<file path="config.mk">
export PLATFORM = sky130hd
export DESIGN_NAME = addsat_unit
export DESIGN_NICKNAME = d
export VERILOG_FILES = /design/src/rtl/addsat_pkg.sv /design/src/rtl/addsat_prep.sv /design/src/rtl/addsat_adder.sv /design/src/rtl/addsat_clamp.sv /design/src/rtl/addsat_unit.sv
export SDC_FILE = /design/constraint.sdc
export NUM_CORES = 1
export LEC_CHECK = 0
export ABC_AREA = 1
export ABC_CLOCK_PERIOD_IN_PS = 1450
export BUFFER_PORTS_ARGS = -buffer_cell sky130_fd_sc_hd__buf_2
export CAP_MARGIN = 20
export CORE_MARGIN = 4
export CORE_UTILIZATION = 50
export DETAILED_ROUTE_END_ITERATION = 12
export GPL_TIMING_DRIVEN = 0
export HOLD_SLACK_MARGIN = 0.03
export PLACE_DENSITY = 0.79
export REMOVE_ABC_BUFFERS = 1
export SETUP_SLACK_MARGIN = 0.4
export SLEW_MARGIN = 10
export SYNTH_ARGS = -nofsm -noshare
export SYNTH_HDL_FRONTEND = slang
export SYNTH_SLANG_ARGS = --single-unit
</file>
<file path="constraint.sdc">
create_clock -name clk -period 1.45 [get_ports clk]
set_input_delay 0.2175 -clock clk [delete_from_list [all_inputs] [get_ports clk]]
set_output_delay 0.2175 -clock clk [all_outputs]
set_load 0.01 [all_outputs]
</file>
<file path="src/rtl/addsat_pkg.sv">
package addsat_pkg;

  typedef enum logic [1:0] {
    OP_ADD  = 2'b00,
    OP_SUB  = 2'b01,
    OP_RSUB = 2'b10,
    OP_ADDC = 2'b11
  } addsat_op_e;

  typedef struct packed {
    logic c;
    logic v;
    logic n;
    logic z;
  } addsat_flags_t;

endpackage

</file>
<file path="src/rtl/addsat_prep.sv">
// Operand conditioning: width masking, per-operation inversion and carry-in.
module addsat_prep
  import addsat_pkg::*;
#(
  parameter int DATA_W   = 32,
  parameter int NARROW_W = 16
) (
  input  logic [DATA_W-1:0] a,
  input  logic [DATA_W-1:0] b,
  input  addsat_op_e        op,
  input  logic              wide,
  input  logic              cin_ext,
  output logic [DATA_W-1:0] s1,
  output logic [DATA_W-1:0] s2,
  output logic              cin
);
  localparam int PAD_W = DATA_W - NARROW_W;

  logic [DATA_W-1:0] mask;
  logic [DATA_W-1:0] am;
  logic [DATA_W-1:0] bm;

  always_comb begin
    mask = wide ? {DATA_W{1'b1}} : {{PAD_W{1'b0}}, {NARROW_W{1'b1}}};
    am   = a & mask;
    bm   = b & mask;
  end

  always_comb begin
    s1  = am;
    s2  = bm;
    cin = 1'b0;
    unique case (op)
      OP_ADD: begin
        cin = 1'b0;
      end
      OP_SUB: begin
        s2  = ~bm & mask;
        cin = 1'b1;
      end
      OP_RSUB: begin
        s1  = ~am & mask;
        cin = 1'b1;
      end
      OP_ADDC: begin
        cin = cin_ext;
      end
      default: begin
        cin = 1'b0;
      end
    endcase
  end

endmodule

</file>
<file path="src/rtl/addsat_adder.sv">
// One full-width adder serving both widths; carry and overflow picked by width.
module addsat_adder #(
  parameter int DATA_W   = 32,
  parameter int NARROW_W = 16
) (
  input  logic [DATA_W-1:0] s1,
  input  logic [DATA_W-1:0] s2,
  input  logic              cin,
  input  logic              wide,
  output logic [DATA_W-1:0] wrapped,
  output logic              carry,
  output logic              ovf
);
  localparam int SUM_W = DATA_W + 1;
  localparam int PAD_W = DATA_W - NARROW_W;

  logic [SUM_W-1:0]  sum;
  logic [DATA_W-1:0] mask;
  logic              sg1;
  logic              sg2;
  logic              sgr;

  always_comb begin
    sum     = {1'b0, s1} + {1'b0, s2} + {{DATA_W{1'b0}}, cin};
    mask    = wide ? {DATA_W{1'b1}} : {{PAD_W{1'b0}}, {NARROW_W{1'b1}}};
    wrapped = sum[DATA_W-1:0] & mask;
    carry   = wide ? sum[DATA_W] : sum[NARROW_W];
    sg1     = wide ? s1[DATA_W-1] : s1[NARROW_W-1];
    sg2     = wide ? s2[DATA_W-1] : s2[NARROW_W-1];
    sgr     = wide ? wrapped[DATA_W-1] : wrapped[NARROW_W-1];
    ovf     = (sg1 == sg2) && (sgr != sg1);
  end

endmodule

</file>
<file path="src/rtl/addsat_clamp.sv">
// Saturation on overflow and result-derived sign/zero flags.
module addsat_clamp #(
  parameter int DATA_W   = 32,
  parameter int NARROW_W = 16
) (
  input  logic [DATA_W-1:0] wrapped,
  input  logic              ovf,
  input  logic              sat,
  input  logic              wide,
  output logic [DATA_W-1:0] res,
  output logic              neg,
  output logic              zero
);
  localparam int PAD_W = DATA_W - NARROW_W;
  localparam logic [DATA_W-1:0] WIDE_MAX   = {1'b0, {(DATA_W-1){1'b1}}};
  localparam logic [DATA_W-1:0] WIDE_MIN   = {1'b1, {(DATA_W-1){1'b0}}};
  localparam logic [DATA_W-1:0] NARROW_MAX = {{PAD_W{1'b0}}, 1'b0, {(NARROW_W-1){1'b1}}};
  localparam logic [DATA_W-1:0] NARROW_MIN = {{PAD_W{1'b0}}, 1'b1, {(NARROW_W-1){1'b0}}};

  logic wsign;

  always_comb begin
    wsign = wide ? wrapped[DATA_W-1] : wrapped[NARROW_W-1];
    res   = wrapped;
    if (sat && ovf) begin
      if (wsign) res = wide ? WIDE_MAX : NARROW_MAX;
      else       res = wide ? WIDE_MIN : NARROW_MIN;
    end
    neg  = wide ? res[DATA_W-1] : res[NARROW_W-1];
    zero = (res == '0);
  end

endmodule

</file>
<file path="src/rtl/addsat_unit.sv">
module addsat_unit
  import addsat_pkg::*;
#(
  parameter int DATA_W   = 32,
  parameter int NARROW_W = 16,
  parameter bit REG_OUT  = 1'b1
) (
  input  logic              clk,
  input  logic              rst_n,
  input  logic              in_valid,
  output logic              in_ready,
  input  logic [DATA_W-1:0] in_a,
  input  logic [DATA_W-1:0] in_b,
  input  logic [1:0]        in_op,
  input  logic              in_wide,
  input  logic              in_sat,
  input  logic              in_cin,
  output logic              out_valid,
  input  logic              out_ready,
  output logic [DATA_W-1:0] out_res,
  output logic              out_c,
  output logic              out_v,
  output logic              out_n,
  output logic              out_z
);
  logic [DATA_W-1:0] op_s1;
  logic [DATA_W-1:0] op_s2;
  logic              op_cin;
  logic [DATA_W-1:0] core_wrapped;
  logic              core_carry;
  logic              core_ovf;
  logic [DATA_W-1:0] comb_res;
  addsat_flags_t     comb_flags;
  logic              cl_neg;
  logic              cl_zero;

  addsat_prep #(.DATA_W(DATA_W), .NARROW_W(NARROW_W)) u_prep (
    .a       (in_a),
    .b       (in_b),
    .op      (addsat_op_e'(in_op)),
    .wide    (in_wide),
    .cin_ext (in_cin),
    .s1      (op_s1),
    .s2      (op_s2),
    .cin     (op_cin)
  );

  addsat_adder #(.DATA_W(DATA_W), .NARROW_W(NARROW_W)) u_adder (
    .s1      (op_s1),
    .s2      (op_s2),
    .cin     (op_cin),
    .wide    (in_wide),
    .wrapped (core_wrapped),
    .carry   (core_carry),
    .ovf     (core_ovf)
  );

  addsat_clamp #(.DATA_W(DATA_W), .NARROW_W(NARROW_W)) u_clamp (
    .wrapped (core_wrapped),
    .ovf     (core_ovf),
    .sat     (in_sat),
    .wide    (in_wide),
    .res     (comb_res),
    .neg     (cl_neg),
    .zero    (cl_zero)
  );

  always_comb begin
    comb_flags.c = core_carry;
    comb_flags.v = core_ovf;
    comb_flags.n = cl_neg;
    comb_flags.z = cl_zero;
  end

  generate
    if (REG_OUT) begin : g_reg
      logic              full_q;
      logic [DATA_W-1:0] res_q;
      addsat_flags_t     flags_q;
      logic              take;

      assign in_ready = !full_q || out_ready;
      assign take     = in_valid && in_ready;

      always_ff @(posedge clk or negedge rst_n) begin
        if (!rst_n) begin
          full_q <= 1'b0;
        end else if (take) begin
          full_q <= 1'b1;
        end else if (out_ready) begin
          full_q <= 1'b0;
        end
      end

      always_ff @(posedge clk or negedge rst_n) begin
        if (!rst_n) begin
          res_q   <= '0;
          flags_q <= '0;
        end else if (take) begin
          res_q   <= comb_res;
          flags_q <= comb_flags;
        end
      end

      assign out_valid = full_q;
      assign out_res   = res_q;
      assign out_c     = flags_q.c;
      assign out_v     = flags_q.v;
      assign out_n     = flags_q.n;
      assign out_z     = flags_q.z;
    end else begin : g_comb
      assign in_ready  = out_ready;
      assign out_valid = in_valid;
      assign out_res   = comb_res;
      assign out_c     = comb_flags.c;
      assign out_v     = comb_flags.v;
      assign out_n     = comb_flags.n;
      assign out_z     = comb_flags.z;
    end
  endgenerate

endmodule

</file>
==> impl_metrics.py <==
metrics = {
    "sta": {
        "finalHoldViolCount": 0,
        "whs_ps": 13.1,
        "fmax_ghz": 0.295,
        "final_max_slew_viol_count": 0,
        "worst_pin_slew_ps": 856,
        "relSlewSlack_pct": 42.9,
        "post-route-min-period_ps": 3390,
        "setup_viol": 36,
        "fin_setup_tns_ps": -61190,
        "period_share_pct": 234,
        "fin_skew_ps": 10.9,
        "rsz0062_at_grt": "yes",
        "setup_slack_ps": -1940,
    },
    "logic_synthesis": {
        "netlist_area_um2": 4450,
        "synth_seq_cells": 37,
        "postSynthAreaPerCell_um2": 6.34,
        "synth_cell_types": 37,
        "synthCells": 702,
        "yosysWarnings": 0,
        "ys_seq_area_share_pct": 20.8,
    },
    "route": {
        "first_pass_iters": 6,
        "vias_per_cell": 6.00,
        "drtIter0Drc": 390,
        "final_antenna_net_count": 0,
        "wl_per_cell_um": 19.8,
        "via_count": 6107,
        "post-route-drc-count": 0,
        "totalWireLength_mm": 20.2,
    },
    "power_and_ir_drop": {
        "vdd_drop_max_mv": 0.648,
        "cellPowerDensity_nw_per_um2": 1020,
        "p_sw_w": 0.00343,
        "pwr-share-comb_pct": 66.6,
        "power_switching_share_pct": 46.3,
        "clkPwrFrac_pct": 13.2,
        "pwr-share-seq_pct": 20.1,
        "p_leak_nw": 3.53,
        "internal_power_w": 0.00398,
    },
    "finish": {
        "final-seq-area_um2": 926,
        "final_nets": 1019,
        "stdcell_count": 1018,
        "syn_to_final_growth_pct": 63.9,
        "fill_cells": 535,
        "final_util_pct": 84.1,
        "multi_input_area_um2": 3950,
        "fin_area_um2": 7300,
        "num_antenna_cells": 0,
        "drive_gt1_share_pct": 44.7,
    },
    "floorplanning": {
        "die_x_um": 102,
        "dieArea_um2": 10500,
        "core_area_um2": 8680,
        "io_pins": 111,
        "rows": 34,
        "start_util_pct": 51.3,
        "die_h_um": 102,
    },
    "worst_setup_path": {
        "critPathBufInv": 8,
        "cp.arrival_ps": 3610,
        "cp_max_fo": 6,
        "crit_top_cell": "nand2_2",
        "critPathMaxStageDelay_ps": 300,
        "crit_path_start_kind": "primary input",
        "crit_family": "simple AND/OR/NAND/NOR gates",
        "path_cells": "buf_8 -> inv_6 -> ha_4 -> buf_12 -> buf_16 -> o21ai_1 -> a21oi_2 -> ha_1 -> nand2_2 -> inv_2 -> nand2_2 -> nand2_2 -> nand2_1 -> nand2_1 -> a21oi_2 -> nand3_1 -> nand3_2 -> nand2_2 -> buf_4 -> inv_4 -> nand4_1 -> nand2_2 -> clkinvlp_4 -> a21oi_2",
        "cp-end-kind": "flop",
        "worst-setup-path-type": "in -> reg",
        "cp_slowest_cell": "ha_1",
        "worstPathRequired_ps": 1670,
    },
    "status": {
        "status": "finished, violations left",
        "violations": "setup timing",
    },
    "clock_tree": {
        "cts_root_buf": "clkbuf_8",
        "cts_buffers": 5,
        "clkTransAtPathRegs_ps": 90,
        "clk_path_buf_depth": 2,
        "cts_num_sinks": 37,
        "holdBufCountCts": 0,
        "cts_tree": "yes",
        "clock_latency_ps": 310,
        "cts_htree_levels": 2,
    },
    "placed_design": {
        "place_area_um2": 5070,
        "dp.cells": 897,
        "gp_congestion": 0.910,
        "numPortBuffers": 110,
        "hpwl_mm": 10.6,
    },
    "grt": {
        "grt_pass1_vias": 5465,
        "grtUsageTotal_pct": 32.5,
        "grt_max_degree": 41,
        "grt_antenna_before_repair": 0,
        "grt_pass1_wl_mm": 26.9,
        "overflow": 0,
    },
    "hold_path": {
        "hp-class": "in -> async",
    },
    "job": {
        "drv_cap": 0,
    },
}
## final timing paths
check	end	startpoint	depth (start not counted)	slack, ps
worst max-delay path	out_res[24]$_DFFE_PN0P_	in_op[0]	24	-1940
worst min-delay path	out_res[14]$_DFFE_PN0P_	rst_n	1	10
worst max register to register	out_n$_DFFE_PN0P_	out_valid$_DFFE_PN0P_	10	-630
worst min register to register	out_n$_DFFE_PN0P_	out_n$_DFFE_PN0P_	2	490
max in group asynchronous	out_res[20]$_DFFE_PN0P_	rst_n	1	890
min in group clk	out_valid$_DFFE_PN0P_	out_ready	4	200
## repair_timing
action,4_1_cts,5_1_grt
gates resized for setup,120,137
setup buffers,56,37
cloned,15,4
endpoints found under the setup margin,40,62
pin swaps,68,80
## cell usage after synthesis
cell type    n  area, um^2
a211oi_1     1        7.51
a21boi_0     2        15.0
a21o_1       3        22.5
a21oi_1     96         480
a21oi_2      1        8.76
a31oi_1      6        37.5
buf_1        5        18.8
buf_2        4        20.0
buf_4        1        7.51
buf_6        2        22.5
clkbuf_1    13        48.8
clkinv_1     2        7.51
dfrtp_1     37         926
fa_1         2        40.0
ha_1        35         438
inv_1       69         259
nand2_1    159         597
nand2_2      6        37.5
nand2_4      1        11.3
nand3_1     17        85.1
nand3_2      1        10.0
nand3b_1     4        30.0
nand4_1      4        25.0
nor2_1      90         338
nor2_2       2        12.5
nor3_1       8        40.0
nor3b_2      1        12.5
o211ai_1     2        15.0
o21a_1       2        15.0
o21ai_0     54         270
o21ai_1      5        25.0
o21bai_1     8        60.1
o22ai_1      2        12.5
o311ai_0     1        8.76
or2_2        1        6.26
xnor2_1     12         105
xor2_1      43         377
## power groups by stage
stage / Clock (W) / Sequential, W / Combinational (W)
floorplan: 0 / 0.00160 / 0.00174
global placement: 0 / 0.00147 / 0.00279
detailed placement: 0 / 0.00149 / 0.00287
CTS: 0.000937 / 0.00147 / 0.00377
global route: 0.00101 / 0.00151 / 0.00522
finish: 0.000980 / 0.00149 / 0.00494
## routing by layer
| layer | up-vias | part of all wire (%) | GRT usage, % |
|---|---|---|---|
| met1 | 2846 | 37 | 41.7 |
| met3 | 116 | 8.1 | 3.14 |
| li1 | 2722 | - | - |
| met5 | - | 0 | 0 |
| met2 | 423 | 49 | 57.4 |
| met4 | 0 | 5.9 | 9.89 |
## sequential cells by signal (all words and copies together) (netlist names)
| signal | cells |
|---|---|
| out_z | 1 |
| out_valid | 1 |
| out_v | 1 |
| out_n | 1 |
| out_c | 1 |
| out_res | 32 |
## metrics by stage
step | setup slack [ps] | total power, W
3_3_place_gp | -3700 | 0.00426
3_5_place_dp | -2510 | 0.00436
6_report | -1940 | 0.00741
4_1_cts | -1630 | 0.00618
5_1_grt | -2060 | 0.00774
2_1_floorplan | -2670 | 0.00335
## cells in the final DEF (no fill, tap or decap), types with 12 or more instances in the layout
master	netlist	layout
buf_16	0	12
nor2_1	90	82
ha_1	35	26
buf_4	1	81
buf_2	4	102
dfrtp_1	37	37
a21oi_2	1	45
o21ai_0	54	23
nand2_2	6	38
buf_12	0	13
nand3_1	17	13
o21ai_2	0	15
inv_1	69	55
a21oi_1	96	50
o21ai_1	5	19
xor2_1	43	35
nand2_1	159	118
## logic make-up (layout without fill, tap and decap cells)
family                   after synthesis  in the layout  synth area share (%)
XOR/XNOR                              55             55                  10.8
AO/OA/AOI/OAI                        183            183                  22.0
AND/OR/NAND/NOR                      294            299                  27.1
flip-flops                            37             37                  20.8
buffers and inverters                 96            299                  8.63
adder cells (fa/ha/maj)               37             37                  10.7
## final cells by class
type / count / area share (%)
Clock buffer: 6 / 1.13
Clock inverter: 2 / 0.514
Inverter: 71 / 3.98
Multi-Input combinational cell: 574 / 54.1
Sequential cell: 37 / 12.7
Tap cell: 108 / 1.85
Timing Repair Buffer: 219 / 25.6
Timing Repair inverter: 1 / 0.103
No activity file was read; power rests on OpenSTA's default activity.
